===== src/rtl/sref_pkg.sv =====
package sref_pkg;

   typedef enum logic [1:0] {
      ST_IDLE  = 2'd0,
      ST_ENTER = 2'd1,
      ST_SUSP  = 2'd2,
      ST_EXIT  = 2'd3
   } sref_state_e;

   localparam logic [1:0] LAYOUT_SIX = 2'b00;
   localparam logic [1:0] LAYOUT_ONE = 2'b01;

   typedef struct packed {
      logic [1:0] layout;
      logic       regd;
      logic       edo;
      logic       cbr;
   } sref_cfg_t;

endpackage


===== src/rtl/sref_cke_seq.sv =====
module sref_cke_seq
   import sref_pkg::*;
#(
   parameter int NUM_ROWS = 6,
   parameter int STG_W    = 4
) (
   input  logic                clk,
   input  logic                rst_n,
   input  logic                suspend_req,
   input  logic [1:0]          layout,
   input  logic                regd,
   input  logic                edo,
   input  logic [STG_W-1:0]    stg_lim,
   output logic [NUM_ROWS-1:0] cke_q,
   output sref_state_e         state_q,
   output logic                done_q
);
   localparam int IDX_W = $clog2(NUM_ROWS + 1);
   localparam logic [IDX_W-1:0] LAST_ROW = IDX_W'(NUM_ROWS - 1);

   logic             ctl_cke;
   logic             stag;
   logic             step;
   logic [IDX_W-1:0] last_idx;
   logic [IDX_W-1:0] idx_q;
   logic [STG_W-1:0] tmr_q;

   assign ctl_cke  = !regd && !edo;
   assign stag     = (layout != LAYOUT_ONE);
   assign last_idx = (layout == LAYOUT_SIX) ? LAST_ROW : '0;
   assign step     = (tmr_q == stg_lim);

   always_ff @(posedge clk) begin
      if (!rst_n) begin
         state_q <= ST_IDLE;
         cke_q   <= '1;
         idx_q   <= '0;
         tmr_q   <= '0;
         done_q  <= 1'b0;
      end else begin
         case (state_q)
            ST_IDLE: begin
               idx_q <= '0;
               tmr_q <= '0;
               if (suspend_req) begin
                  if (ctl_cke) begin
                     state_q <= ST_ENTER;
                  end else begin
                     state_q <= ST_SUSP;
                     done_q  <= 1'b1;
                  end
               end
            end
            ST_ENTER: begin
               if (!suspend_req) begin
                  state_q <= ST_EXIT;
                  idx_q   <= '0;
                  tmr_q   <= '0;
               end else if (!stag) begin
                  cke_q[0] <= 1'b0;
                  state_q  <= ST_SUSP;
                  done_q   <= 1'b1;
               end else if (step) begin
                  for (int i = 0; i < NUM_ROWS; i++)
                     if (IDX_W'(i) == idx_q) cke_q[i] <= 1'b0;
                  idx_q <= idx_q + 1'b1;
                  tmr_q <= '0;
                  if (idx_q == last_idx) begin
                     state_q <= ST_SUSP;
                     done_q  <= 1'b1;
                  end
               end else begin
                  tmr_q <= tmr_q + 1'b1;
               end
            end
            ST_SUSP: begin
               if (!suspend_req) begin
                  done_q  <= 1'b0;
                  idx_q   <= '0;
                  tmr_q   <= '0;
                  state_q <= ctl_cke ? ST_EXIT : ST_IDLE;
               end
            end
            default: begin
               if (!stag) begin
                  cke_q   <= '1;
                  state_q <= ST_IDLE;
               end else if (step) begin
                  for (int i = 0; i < NUM_ROWS; i++)
                     if (IDX_W'(i) == idx_q) cke_q[i] <= 1'b1;
                  idx_q <= idx_q + 1'b1;
                  tmr_q <= '0;
                  if (idx_q == last_idx) begin
                     cke_q   <= '1;
                     state_q <= ST_IDLE;
                  end
               end else begin
                  tmr_q <= tmr_q + 1'b1;
               end
            end
         endcase
      end
   end

   // in the six-row layout at most one enable moves per clock
   p_one_step_r2: assert property (@(posedge clk) disable iff (!rst_n)
      (layout == LAYOUT_SIX) |-> ($countones(cke_q ^ $past(cke_q)) <= 1));

   // done in the six-row layout means every row is low
   p_done_all_low_r2: assert property (@(posedge clk) disable iff (!rst_n)
      (done_q && ctl_cke && layout == LAYOUT_SIX) |-> (cke_q == '0));

   // a wake sampled in suspend clears done on the next cycle
   p_wake_clears_done_r6: assert property (@(posedge clk) disable iff (!rst_n)
      (state_q == ST_SUSP && !suspend_req) |=> !done_q);

endmodule


===== src/rtl/sref_ref_timer.sv =====
module sref_ref_timer #(
   parameter int REF_W = 8
) (
   input  logic             clk,
   input  logic             rst_n,
   input  logic             en,
   input  logic [REF_W-1:0] lim,
   output logic             pulse
);
   logic [REF_W-1:0] cnt_q;

   always_ff @(posedge clk) begin
      if (!rst_n || !en) begin
         cnt_q <= '0;
         pulse <= 1'b0;
      end else if (cnt_q == lim) begin
         cnt_q <= '0;
         pulse <= 1'b1;
      end else begin
         cnt_q <= cnt_q + 1'b1;
         pulse <= 1'b0;
      end
   end

   // a refresh request follows only a cycle in which refresh was enabled
   p_ref_needs_en_r8: assert property (@(posedge clk) disable iff (!rst_n)
      pulse |-> $past(en));

endmodule


===== src/rtl/sref_cke_map.sv =====
module sref_cke_map
   import sref_pkg::*;
#(
   parameter int NUM_ROWS = 6
) (
   input  logic [1:0]          layout,
   input  logic [NUM_ROWS-1:0] cke_q,
   output logic [NUM_ROWS-1:0] cke_row,
   output logic                cke_glb
);
   for (genvar i = 0; i < NUM_ROWS; i++) begin : g_row
      if (i == 0) begin : g_first
         assign cke_row[i] = layout[1] ? 1'b1 : cke_q[i];
      end else begin : g_rest
         assign cke_row[i] = (layout == LAYOUT_SIX) ? cke_q[i] : 1'b1;
      end
   end

   assign cke_glb = layout[1] ? cke_q[0] : 1'b1;

endmodule


===== src/rtl/sref_cke_ctrl.sv =====
module sref_cke_ctrl
   import sref_pkg::*;
#(
   parameter int NUM_ROWS = 6,
   parameter int STG_W    = 4,
   parameter int REF_W    = 8
) (
   input  logic                clk,
   input  logic                rst_n,
   input  logic                suspend_req,
   input  logic [1:0]          cfg_layout,
   input  logic                cfg_regdimm,
   input  logic                cfg_edo,
   input  logic                cfg_cbr,
   input  logic [STG_W-1:0]    cfg_stagger,
   input  logic [REF_W-1:0]    cfg_ref_period,
   output logic [NUM_ROWS-1:0] cke_row,
   output logic                cke_glb,
   output logic                pd_allow,
   output logic                ref_req,
   output logic                sref_cmd,
   output logic                done
);
   if (NUM_ROWS < 2) begin : g_bad_rows
      $error("NUM_ROWS must be at least 2");
   end
   if (STG_W < 1 || REF_W < 1) begin : g_bad_width
      $error("STG_W and REF_W must be at least 1");
   end

   sref_cfg_t           cfg_in, cfg_q, cfg_eff;
   logic [STG_W-1:0]    stg_q, stg_eff, stg_lim;
   logic [REF_W-1:0]    per_q, per_lim;
   logic [NUM_ROWS-1:0] cke_q;
   sref_state_e         state_q;
   logic                idle;
   logic                ref_en;

   assign cfg_in  = '{layout: cfg_layout, regd: cfg_regdimm, edo: cfg_edo, cbr: cfg_cbr};
   assign idle    = (state_q == ST_IDLE);
   assign cfg_eff = idle ? cfg_in : cfg_q;
   assign stg_eff = idle ? cfg_stagger : stg_q;
   assign stg_lim = (stg_eff == '0) ? '0 : stg_eff - 1'b1;
   assign per_lim = (per_q == '0) ? '0 : per_q - 1'b1;

   always_ff @(posedge clk) begin
      if (!rst_n) begin
         cfg_q <= '0;
         stg_q <= STG_W'(1);
         per_q <= REF_W'(1);
      end else if (idle) begin
         cfg_q <= cfg_in;
         stg_q <= cfg_stagger;
         per_q <= cfg_ref_period;
      end
   end

   sref_cke_seq #(.NUM_ROWS(NUM_ROWS), .STG_W(STG_W)) u_seq (
      .clk         (clk),
      .rst_n       (rst_n),
      .suspend_req (suspend_req),
      .layout      (cfg_eff.layout),
      .regd        (cfg_eff.regd),
      .edo         (cfg_eff.edo),
      .stg_lim     (stg_lim),
      .cke_q       (cke_q),
      .state_q     (state_q),
      .done_q      (done)
   );

   assign ref_en = (state_q == ST_SUSP) &&
                   ((cfg_q.edo && cfg_q.cbr) || (!cfg_q.edo && cfg_q.regd));

   sref_ref_timer #(.REF_W(REF_W)) u_ref (
      .clk   (clk),
      .rst_n (rst_n),
      .en    (ref_en),
      .lim   (per_lim),
      .pulse (ref_req)
   );

   sref_cke_map #(.NUM_ROWS(NUM_ROWS)) u_map (
      .layout  (cfg_eff.layout),
      .cke_q   (cke_q),
      .cke_row (cke_row),
      .cke_glb (cke_glb)
   );

   assign sref_cmd = (state_q == ST_SUSP) && cfg_q.edo && !cfg_q.cbr;
   assign pd_allow = idle && (cfg_q.layout == LAYOUT_SIX) && !cfg_q.regd && !cfg_q.edo;

   // latched configuration holds while the controller is not idle
   p_cfg_hold_r9: assert property (@(posedge clk) disable iff (!rst_n)
      (state_q != ST_IDLE) |=> $stable(cfg_q));

   // registered modules keep every enable high
   p_reg_cke_high_r7: assert property (@(posedge clk) disable iff (!rst_n)
      cfg_q.regd |-> (&cke_row && cke_glb));

   // power-down is never permitted during suspend
   p_no_pd_in_susp_r5: assert property (@(posedge clk) disable iff (!rst_n)
      suspend_req && !idle |-> !pd_allow);

endmodule


===== config.mk =====
export PLATFORM = sky130hd
export DESIGN_NAME = sref_cke_ctrl
export DESIGN_NICKNAME = d
export VERILOG_FILES = /design/src/rtl/sref_pkg.sv /design/src/rtl/sref_cke_seq.sv /design/src/rtl/sref_ref_timer.sv /design/src/rtl/sref_cke_map.sv /design/src/rtl/sref_cke_ctrl.sv
export SDC_FILE = /design/constraint.sdc
export NUM_CORES = 1
export LEC_CHECK = 0
export ABC_AREA = 0
export BUFFER_PORTS_ARGS = -buffer_cell sky130_fd_sc_hd__buf_2
export CAP_MARGIN = 20
export CORE_MARGIN = 2
export CORE_UTILIZATION = 45
export DETAILED_ROUTE_END_ITERATION = 7
export GPL_ROUTABILITY_DRIVEN = 0
export PLACE_DENSITY = 0.75
export SLEW_MARGIN = 20
export SYNTH_ARGS = -nofsm -noshare
export SYNTH_HDL_FRONTEND = slang
export SYNTH_SLANG_ARGS = --single-unit

===== constraint.sdc =====
create_clock -name clk -period 6.8 [get_ports clk]
set_input_delay 0.68 -clock clk [delete_from_list [all_inputs] [get_ports clk]]
set_output_delay 0.68 -clock clk [all_outputs]
set_load 0.1 [all_outputs]

==> reports/results.tsv, run 1 <==
metric	value	unit
run_status	finished clean	
cp_top_family	simple AND/OR/NAND/NOR gates	
crit_chain	or2_0 > a21o_1 > nand2b_1 > buf_2	
timing.setup.critical_path_class	reg2out	
gr-usage-all-layers	0.192	
grt_setup_unrepaired	no	
final_net_count	373	
cts_tree	built	
antenna_violating_nets_post_route	0	
dr.first_iter.drc_count	142	
post_route_cells_drive_above_1_share	0.147	
finalClockSkew	0.00510	ns
cell_taking_the_most_area_after_synthesis	sky130_fd_sc_hd__dfxtp_1	
post_cts_hold_buffer_count	0	
per_cell_via_count_in_the_routed_design	5.69	
initial_utilization	0.470	
power.density_cell_area	231	mW/mm2
leakage	1.10	nW
critPathSlowestCell	sky130_fd_sc_hd__or2_0	
hold_violations	0	
max_freq	310	MHz
tightest_slew	0.927	ns
cts_resized	0	
total_negative_setup_slacks	0	ns
critical_path_buf_inv_count	1	
ff2ff_setup_slack	3.70	ns
worst-endpoint-required	6.12	ns
register_area	841	um2
synth_sequential_area_ratio	0.321	
top_level_ports	31	
core_area	0.00557	mm2
clk-insertion-delay-late	0.29	ns
vert_die_dim	80.3	um
grt_first_pass_wirelength	9880	um
die-width	80.3	um
ys_async_sr_fraction	0	
yosys_register_bits	42	
ctsLongestPathBuffers	2	
endpoint_kind	output port	
port_buffers	30	
cts_htree_levels	2	
synth.area.top_cells	sky130_fd_sc_hd__dfxtp_1 32%, sky130_fd_sc_hd__nand2_1 5.7%, sky130_fd_sc_hd__nor2_1 4.3%	
postSynthNetCount	352	
area_used_by_multi_input_combinational_logic	0.00165	mm2
place.detailed.hpwl	4410	um
critical-path-max-stage-delay	0.72	ns
n_fill_cell	552	
min_period_over_period	0.474	
yosys_warnings	0	
synth_top_area_share	0.321	
relSlewSlack	0.375	
timing.critical_path.from_type	flip-flop	
number_of_antenna_violations_at_the_first_check_in_global_routing	0	
drt-wirelength-per-cell	14.3	um
setup_repair_bufs_after_cts	0	
antenna_cells	0	
syn_avg_cell_area	8.08	um2
grt_max_degree	32	
postLayoutCoreUtil	0.519	
row_count	27	
tritoncts.num_buffers	5	
clk_transition_reported_paths	0.08	ns
via_count	2379	
drcViolationCount	0	
syn_inst	324	
vdd.ir_drop.worst	0.000179	V
synthDistinctLibCells	60	
crit_path_dat	2.55	ns
number_of_enable_flip_flop_cells_after_synthesis	0	
total_power	0.000669	W
synth-main-ff-cell	sky130_fd_sc_hd__dfxtp_1	
crit_path_max_fanout	21	
clock_tree.root_cell	sky130_fd_sc_hd__clkbuf_8	
post_synth_instance_area	0.00262	mm2
min_path_type	reg2reg	
cts.sinks	42	
layout-area-overhead-vs-synth	10.6	%
drt-pass1-iter-count	4	
final-setup-viol-count	0	
cap_viol_max_count	0	
totalWireLength	5970	um
first_global_vias	2188	
period_needed	3.23	ns
die_area	0.00644	mm2
gr-total-overflow	0	
slew_violations	0	
[Yosys cell counts, types with 6 or more instances]
cell type / number
sky130_fd_sc_hd__nor2_1: 30
sky130_fd_sc_hd__xnor2_1: 9
sky130_fd_sc_hd__nand3_1: 12
sky130_fd_sc_hd__a31oi_1: 7
sky130_fd_sc_hd__dfxtp_1: 42
sky130_fd_sc_hd__o21ai_0: 13
sky130_fd_sc_hd__inv_1: 12
sky130_fd_sc_hd__clkbuf_1: 14
sky130_fd_sc_hd__nand2b_1: 10
sky130_fd_sc_hd__nor2b_1: 6
sky130_fd_sc_hd__nand2_1: 40
sky130_fd_sc_hd__xor2_1: 7
sky130_fd_sc_hd__ha_1: 8
sky130_fd_sc_hd__mux2i_1: 6
sky130_fd_sc_hd__nor3_1: 10
sky130_fd_sc_hd__a21boi_0: 13
[state kept, by name (all words and copies together), names as in the netlist]
register,count
cfg_q,5
u_ref.cnt_q,8
u_seq.idx_q,3
u_seq.tmr_q,4
u_seq.done_q,1
u_ref.pulse,1
u_seq.state_q,2
stg_q,4
per_q,8
u_seq.cke_q,6
[tightest hold or removal path, cell delays in order, from the launching register on]
cell,delay [ns]
sky130_fd_sc_hd__dfxtp_1,0.34
sky130_fd_sc_hd__inv_1,0.06
sky130_fd_sc_hd__a31oi_1,0.06
[final timing paths]
path,start,end,depth (start not counted)
worst max-delay path,u_seq.state_q[0]$_SDFFE_PN0P_,cke_row[3],4
worst min-delay path,u_seq.done_q$_SDFFE_PN0P_,u_seq.done_q$_SDFFE_PN0P_,2
worst max register to register,u_seq.state_q[0]$_SDFFE_PN0P_,u_seq.cke_q[0]$_SDFFE_PN1P_,7
worst min register to register,u_seq.done_q$_SDFFE_PN0P_,u_seq.done_q$_SDFFE_PN0P_,2
[layer usage]
| metal | part of all wire | GRT usage |
|---|---|---|
| met1 | 0.45 | 0.234 |
| met5 | 0 | 0 |
| met4 | 0.010 | 0.0678 |
| met2 | 0.50 | 0.333 |
| met3 | 0.041 | 0.0382 |
[area by class of cell]
class / count / area share
clock inverters: 3 / 0.0138
inverters: 13 / 0.0169
clock buffers: 5 / 0.0238
flip-flops and latches: 42 / 0.291
repair buffers: 31 / 0.0545
well taps: 72 / 0.0311
multi-input cells: 252 / 0.569
[through the flow]
stage               setup WS, ns  instance area, um2  hold WS [ns]  instances
finish                      3.57                2890         0.500        418
detailed placement          3.72                2790         0.493        410
global placement            3.87                2790         0.485        410
global route                3.30                2890         0.513        418
floorplan                   4.12                2620         0.449        324
CTS                         3.55                2890         0.505        418
[placed cells by master, fill, tap and decap left out, types with 3 or more instances in the layout]
| cell type | count |
|---|---|
| sky130_fd_sc_hd__dfxtp_1 | 42 |
| sky130_fd_sc_hd__nand2_1 | 40 |
| sky130_fd_sc_hd__nor2_1 | 30 |
| sky130_fd_sc_hd__buf_2 | 30 |
| sky130_fd_sc_hd__o21ai_0 | 13 |
| sky130_fd_sc_hd__a21boi_0 | 13 |
| sky130_fd_sc_hd__inv_1 | 12 |
| sky130_fd_sc_hd__nand3_1 | 12 |
| sky130_fd_sc_hd__nand2b_1 | 10 |
| sky130_fd_sc_hd__nor3_1 | 10 |
| sky130_fd_sc_hd__xnor2_1 | 9 |
| sky130_fd_sc_hd__ha_1 | 8 |
| sky130_fd_sc_hd__a31oi_1 | 7 |
| sky130_fd_sc_hd__xor2_1 | 7 |
| sky130_fd_sc_hd__mux2i_1 | 6 |
| sky130_fd_sc_hd__nor2b_1 | 6 |
| sky130_fd_sc_hd__a21o_1 | 5 |
| sky130_fd_sc_hd__a21oi_1 | 5 |
| sky130_fd_sc_hd__clkbuf_8 | 5 |
| sky130_fd_sc_hd__o22ai_1 | 4 |
| sky130_fd_sc_hd__a32oi_1 | 4 |
| sky130_fd_sc_hd__o21a_1 | 4 |
| sky130_fd_sc_hd__a211oi_1 | 4 |
| sky130_fd_sc_hd__or3_1 | 3 |
| sky130_fd_sc_hd__o211ai_1 | 3 |
| sky130_fd_sc_hd__nand4_1 | 3 |
| sky130_fd_sc_hd__o31a_1 | 3 |
| sky130_fd_sc_hd__nor3b_1 | 3 |
| sky130_fd_sc_hd__o32ai_1 | 3 |
[where the power goes]
group	leakage [nW]	internal, W	switching (W)	total [W]
Combinational	0.695	0.0000709	0.000120	0.000191
Clock	0.0579	0.000108	0.0000872	0.000195
Sequential	0.343	0.000260	0.0000219	0.000282
Total	1.10	0.000439	0.000230	0.000669
[cells by family (layout without fill, tap and decap cells)]
| kind of cell | Yosys count | after routing | synth area share |
|---|---|---|---|
| adder cells (fa/ha/maj) | 8 | 8 | 0.0382 |
| XOR/XNOR | 17 | 17 | 0.0598 |
| buffers and inverters | 30 | 52 | 0.0492 |
| AO/OA/AOI/OAI | 87 | 87 | 0.248 |
| AND/OR/NAND/NOR | 132 | 132 | 0.252 |
| multiplexers | 8 | 8 | 0.0315 |
| flip-flops | 42 | 42 | 0.321 |
No activity file was read; power rests on OpenSTA's default activity.
==> inputs of run 2 (changes only) <==
--- a/config.mk
+++ b/config.mk
@@ -5,14 +5,14 @@
 export SDC_FILE = /design/constraint.sdc
 export NUM_CORES = 1
 export LEC_CHECK = 0
-export ABC_AREA = 0
+export ABC_AREA = 1
 export BUFFER_PORTS_ARGS = -buffer_cell sky130_fd_sc_hd__buf_2
 export CAP_MARGIN = 20
 export CORE_MARGIN = 2
 export CORE_UTILIZATION = 45
 export DETAILED_ROUTE_END_ITERATION = 7
 export GPL_ROUTABILITY_DRIVEN = 0
-export PLACE_DENSITY = 0.75
+export PLACE_DENSITY = 0.78
 export SLEW_MARGIN = 20
 export SYNTH_ARGS = -nofsm -noshare
 export SYNTH_HDL_FRONTEND = slang
==> constraint.sdc (replaced) <==
create_clock -name clk -period 2.9 [get_ports clk]
set_input_delay 0.29 -clock clk [delete_from_list [all_inputs] [get_ports clk]]
set_output_delay 0.29 -clock clk [all_outputs]
set_load 0.1 [all_outputs]
==> run 2 against run 1 <==
Net effect:
- final area fell by 1.0%
- sequential cell count did not move
- largest power group is now combinational cells
- register-to-register slack got worse by 3.2 ns
- die area fell by 1.4%
- clock skew fell by 0.00083 ns
- clock power rose by 79%
- highest routed layer unchanged
- largest cell class unchanged
==> reports/results.tsv, run 2 <==
metric	value	unit	change
cell_internal_pwr	0.00141	W	+220%
min_period_over_period	0.824		
slew_violations	0		unchanged
final_net_count	456		+22%
cts_resized	0		unchanged
via_count	2496		+4.9%
period_needed	2.39	ns	
top_level_ports	31		unchanged
first_global_vias	2327		+6.4%
cts.sinks	42		unchanged
dr.first_iter.drc_count	114		-20%
clk_transition_reported_paths	0.07	ns	about the same
post-place-ws	0.509	ns	-3.21 ns
run_status	finished clean		
critPathSlowestCell	sky130_fd_sc_hd__dfxtp_1		
row_count	27		unchanged
port_buffers	30		unchanged
crit_chain	inv_2 > nand2_4 > nand2_1 > nand2_2 > inv_1 > nand3_1 > nand2_1 > nand2_1 > nand3_2 > nor2_4 > nand2_2 > nand2_1 > nand2_1 > o21bai_1 > nand3_1		
post_route_cells_drive_above_1_share	0.143		-0.00488
syn_inst	397		+23%
totalWireLength	5520	um	-7.5%
share_seq_of_total_power	0.274		-0.148
ys_async_sr_fraction	0		unchanged
critical_path_buf_inv_count	2		+1
p_clk_frac	0.117		-0.175
postSynthNetCount	425		+21%
vert_die_dim	79.7	um	-0.70%
antenna_cells	0		unchanged
biggestRegsByFlops	per_q: 8 flops, u_ref.cnt_q: 8 flops, u_seq.cke_q: 6 flops		
die-width	79.7	um	-0.70%
setup_repair_bufs_after_cts	0		unchanged
layout.cells.most_common	sky130_fd_sc_hd__nand2_1		
critical-path-max-stage-delay	0.55	ns	-0.17 ns
layout.cells.most_common_list	90 x sky130_fd_sc_hd__nand2_1, 57 x sky130_fd_sc_hd__inv_1, 44 x sky130_fd_sc_hd__nor2_1, 42 x sky130_fd_sc_hd__dfxtp_1, 31 x sky130_fd_sc_hd__nand3_1		
relSlewSlack	0.531		+0.156
syn_avg_cell_area	6.50	um2	-20%
number_of_antenna_violations_at_the_first_check_in_global_routing	0		unchanged
hold_violations	0		unchanged
core_area	0.00551	mm2	-1.2%
synthTopCellsByCount	90 x sky130_fd_sc_hd__nand2_1, 57 x sky130_fd_sc_hd__inv_1, 44 x sky130_fd_sc_hd__nor2_1		
initial_utilization	0.468		-0.00128
cts_tree	built		
antenna_violating_nets_post_route	0		unchanged
layout-area-overhead-vs-synth	11.1	%	
clk-insertion-delay-late	0.29	ns	about the same
crit_path_max_fanout	25		+19%
total_negative_setup_slacks	0	ns	unchanged
gr-usage-all-layers	0.191		-0.000487
per_cell_via_count_in_the_routed_design	4.99		-12%
yosys_register_bits	42		unchanged
synthDistinctLibCells	30		-50%
worst_r2r_path_depth	15		+8
cp_top_family	simple AND/OR/NAND/NOR gates		
endpoint_kind	flip-flop		
crit_path_dat	2.56	ns	about the same
synth_sequential_area_ratio	0.326		+0.00483
clock_tree.root_cell	sky130_fd_sc_hd__clkbuf_8		
grt_max_degree	26		-19%
synth.area.top_cells	sky130_fd_sc_hd__dfxtp_1 33%, sky130_fd_sc_hd__nand2_1 13%, sky130_fd_sc_hd__inv_1 8.3%		
tightest_slew	0.700	ns	-0.227 ns
leakage	1.35	nW	+23%
drt-wirelength-per-cell	11.0	um	-23%
cap_viol_max_count	0		unchanged
cts_htree_levels	2		unchanged
power.density_cell_area	1040	mW/mm2	+350%
max_freq	419	MHz	
synth_top_area_share	0.326		+0.00483
grt_first_pass_wirelength	9740	um	-1.5%
post-synth-top-count-cell	sky130_fd_sc_hd__nand2_1		
vdd.ir_drop.worst	0.000580	V	+220%
power.share.switching	0.526		+0.183
post_cts_hold_buffer_count	0		unchanged
timing.setup.critical_path_class	reg2reg		
grt_setup_unrepaired	no		
tritoncts.num_buffers	5		unchanged
worst_path_most_repeated_cell	sky130_fd_sc_hd__nand2_1		
min_path_type	in2reg		
synth-main-ff-cell	sky130_fd_sc_hd__dfxtp_1		
cell_depth_of_the_worst_setup_path	15		+11
netSwitchingPower	0.00157	W	+580%
gr-total-overflow	0		unchanged
power_frac_comb	0.609		+0.323
number_of_enable_flip_flop_cells_after_synthesis	0		unchanged
layout_setup_ws	0.511	ns	-3.06 ns
drcViolationCount	0		unchanged
worst-endpoint-required	3.07	ns	-3.05 ns
post_synth_instance_area	0.00258	mm2	-1.5%
n_fill_cell	538		-2.5%
drt-pass1-iter-count	4		unchanged
die_area	0.00635	mm2	-1.4%
timing.critical_path.from_type	flip-flop		
worst_hold_path.num_cells	3		+1
yosys_warnings	0		unchanged
cell_taking_the_most_area_after_synthesis	sky130_fd_sc_hd__dfxtp_1		
final-setup-viol-count	0		unchanged
place.detailed.hpwl	4220	um	-4.3%
ctsLongestPathBuffers	2		unchanged
finalClockSkew	0.00427	ns	-0.000830 ns
run 2: changes by cell type after synthesis, sizes merged, moves of 7 or more:
cell | previous run | this run
nor2 | 30 | 47
nand2b | 10 | 0
nand2 | 40 | 98
inv | 12 | 61
xnor2 | 10 | 3
a31oi | 7 | 0
nand3 | 13 | 32
a21oi | 6 | 29
a21boi | 13 | 0
o21bai | 0 | 7
o21ai | 13 | 30
clkbuf | 14 | 4
run 2: tightest hold or removal path: cells and delay by family:
family,cells,cell delay [ns]
buf+inv,1,0.08
simple gates,2,0.11
run 2: worst paths after layout:
check,from,end,slack (ns)
setup reg to reg,u_seq.state_q[1]$_SDFFE_PN0P_,u_seq.cke_q[2]$_SDFFE_PN1P_,0.51
hold / removal,cfg_cbr,cfg_q[0]$_SDFFE_PN0P_,0.22
hold reg to reg,u_seq.cke_q[5]$_SDFFE_PN1P_,u_seq.cke_q[5]$_SDFFE_PN1P_,0.46
setup / recovery,u_seq.state_q[1]$_SDFFE_PN0P_,u_seq.cke_q[2]$_SDFFE_PN1P_,0.51
run 2: cells by family (layout without fill, tap and decap cells):
kind of cell / Yosys count / in the layout / share of synthesized area
AOI/OAI and AO/OA: 67 / 67 / 0.144
xor gates and xnor gates: 13 / 13 / 0.0442
adders and majority gates: 8 / 8 / 0.0388
buffers and inverters: 71 / 102 / 0.114
DFF: 42 / 42 / 0.326
and+or+nand+nor: 196 / 196 / 0.334
run 2: stage by stage:
| step | cells | cell area [um2] | total power (W) | utilization | hold slack, ns |
|---|---|---|---|---|---|
| 2_1_floorplan | 397 | 2590 | 0.00238 | - | 0.416 |
| 3_3_place_gp | 493 | 2790 | 0.00261 | 0.506 | 0.435 |
| 3_5_place_dp | 493 | 2790 | 0.00263 | 0.506 | 0.445 |
| 4_1_cts | 500 | 2860 | 0.00300 | 0.520 | 0.219 |
| 5_1_grt | 500 | 2860 | 0.00330 | 0.520 | 0.222 |
| 6_report | 500 | 2860 | 0.00299 | 0.520 | 0.221 |
run 2: power groups by stage:
| stage | combinational, W | sequential [W] | clock (W) |
|---|---|---|---|
| after floorplan | 0.00154 | 0.000836 | 0 |
| after global placement | 0.00178 | 0.000825 | 0 |
| after detailed placement | 0.00180 | 0.000830 | 0 |
| after CTS | 0.00181 | 0.000817 | 0.000368 |
| after global routing | 0.00207 | 0.000841 | 0.000388 |
| final | 0.00182 | 0.000819 | 0.000350 |
run 2: routing by layer:
| layer | global-route usage | share of wire | vias up |
|---|---|---|---|
| met2 | 0.327 | 0.48 | 51 |
| met1 | 0.232 | 0.45 | 1110 |
| met4 | 0.0793 | 0.023 | 0 |
| met3 | 0.0396 | 0.045 | 13 |
| met5 | 0 | 0 | - |
| li1 | - | - | 1322 |
run 2: area by class of cell:
type	instances	area (um2)	share of cell area
well taps	72	90.1	0.0315
inverters	63	236	0.0826
multi-input cells	284	1460	0.508
repair buffers	32	165	0.0577
flip-flops and latches	42	841	0.294
clock buffers	7	76.3	0.0266
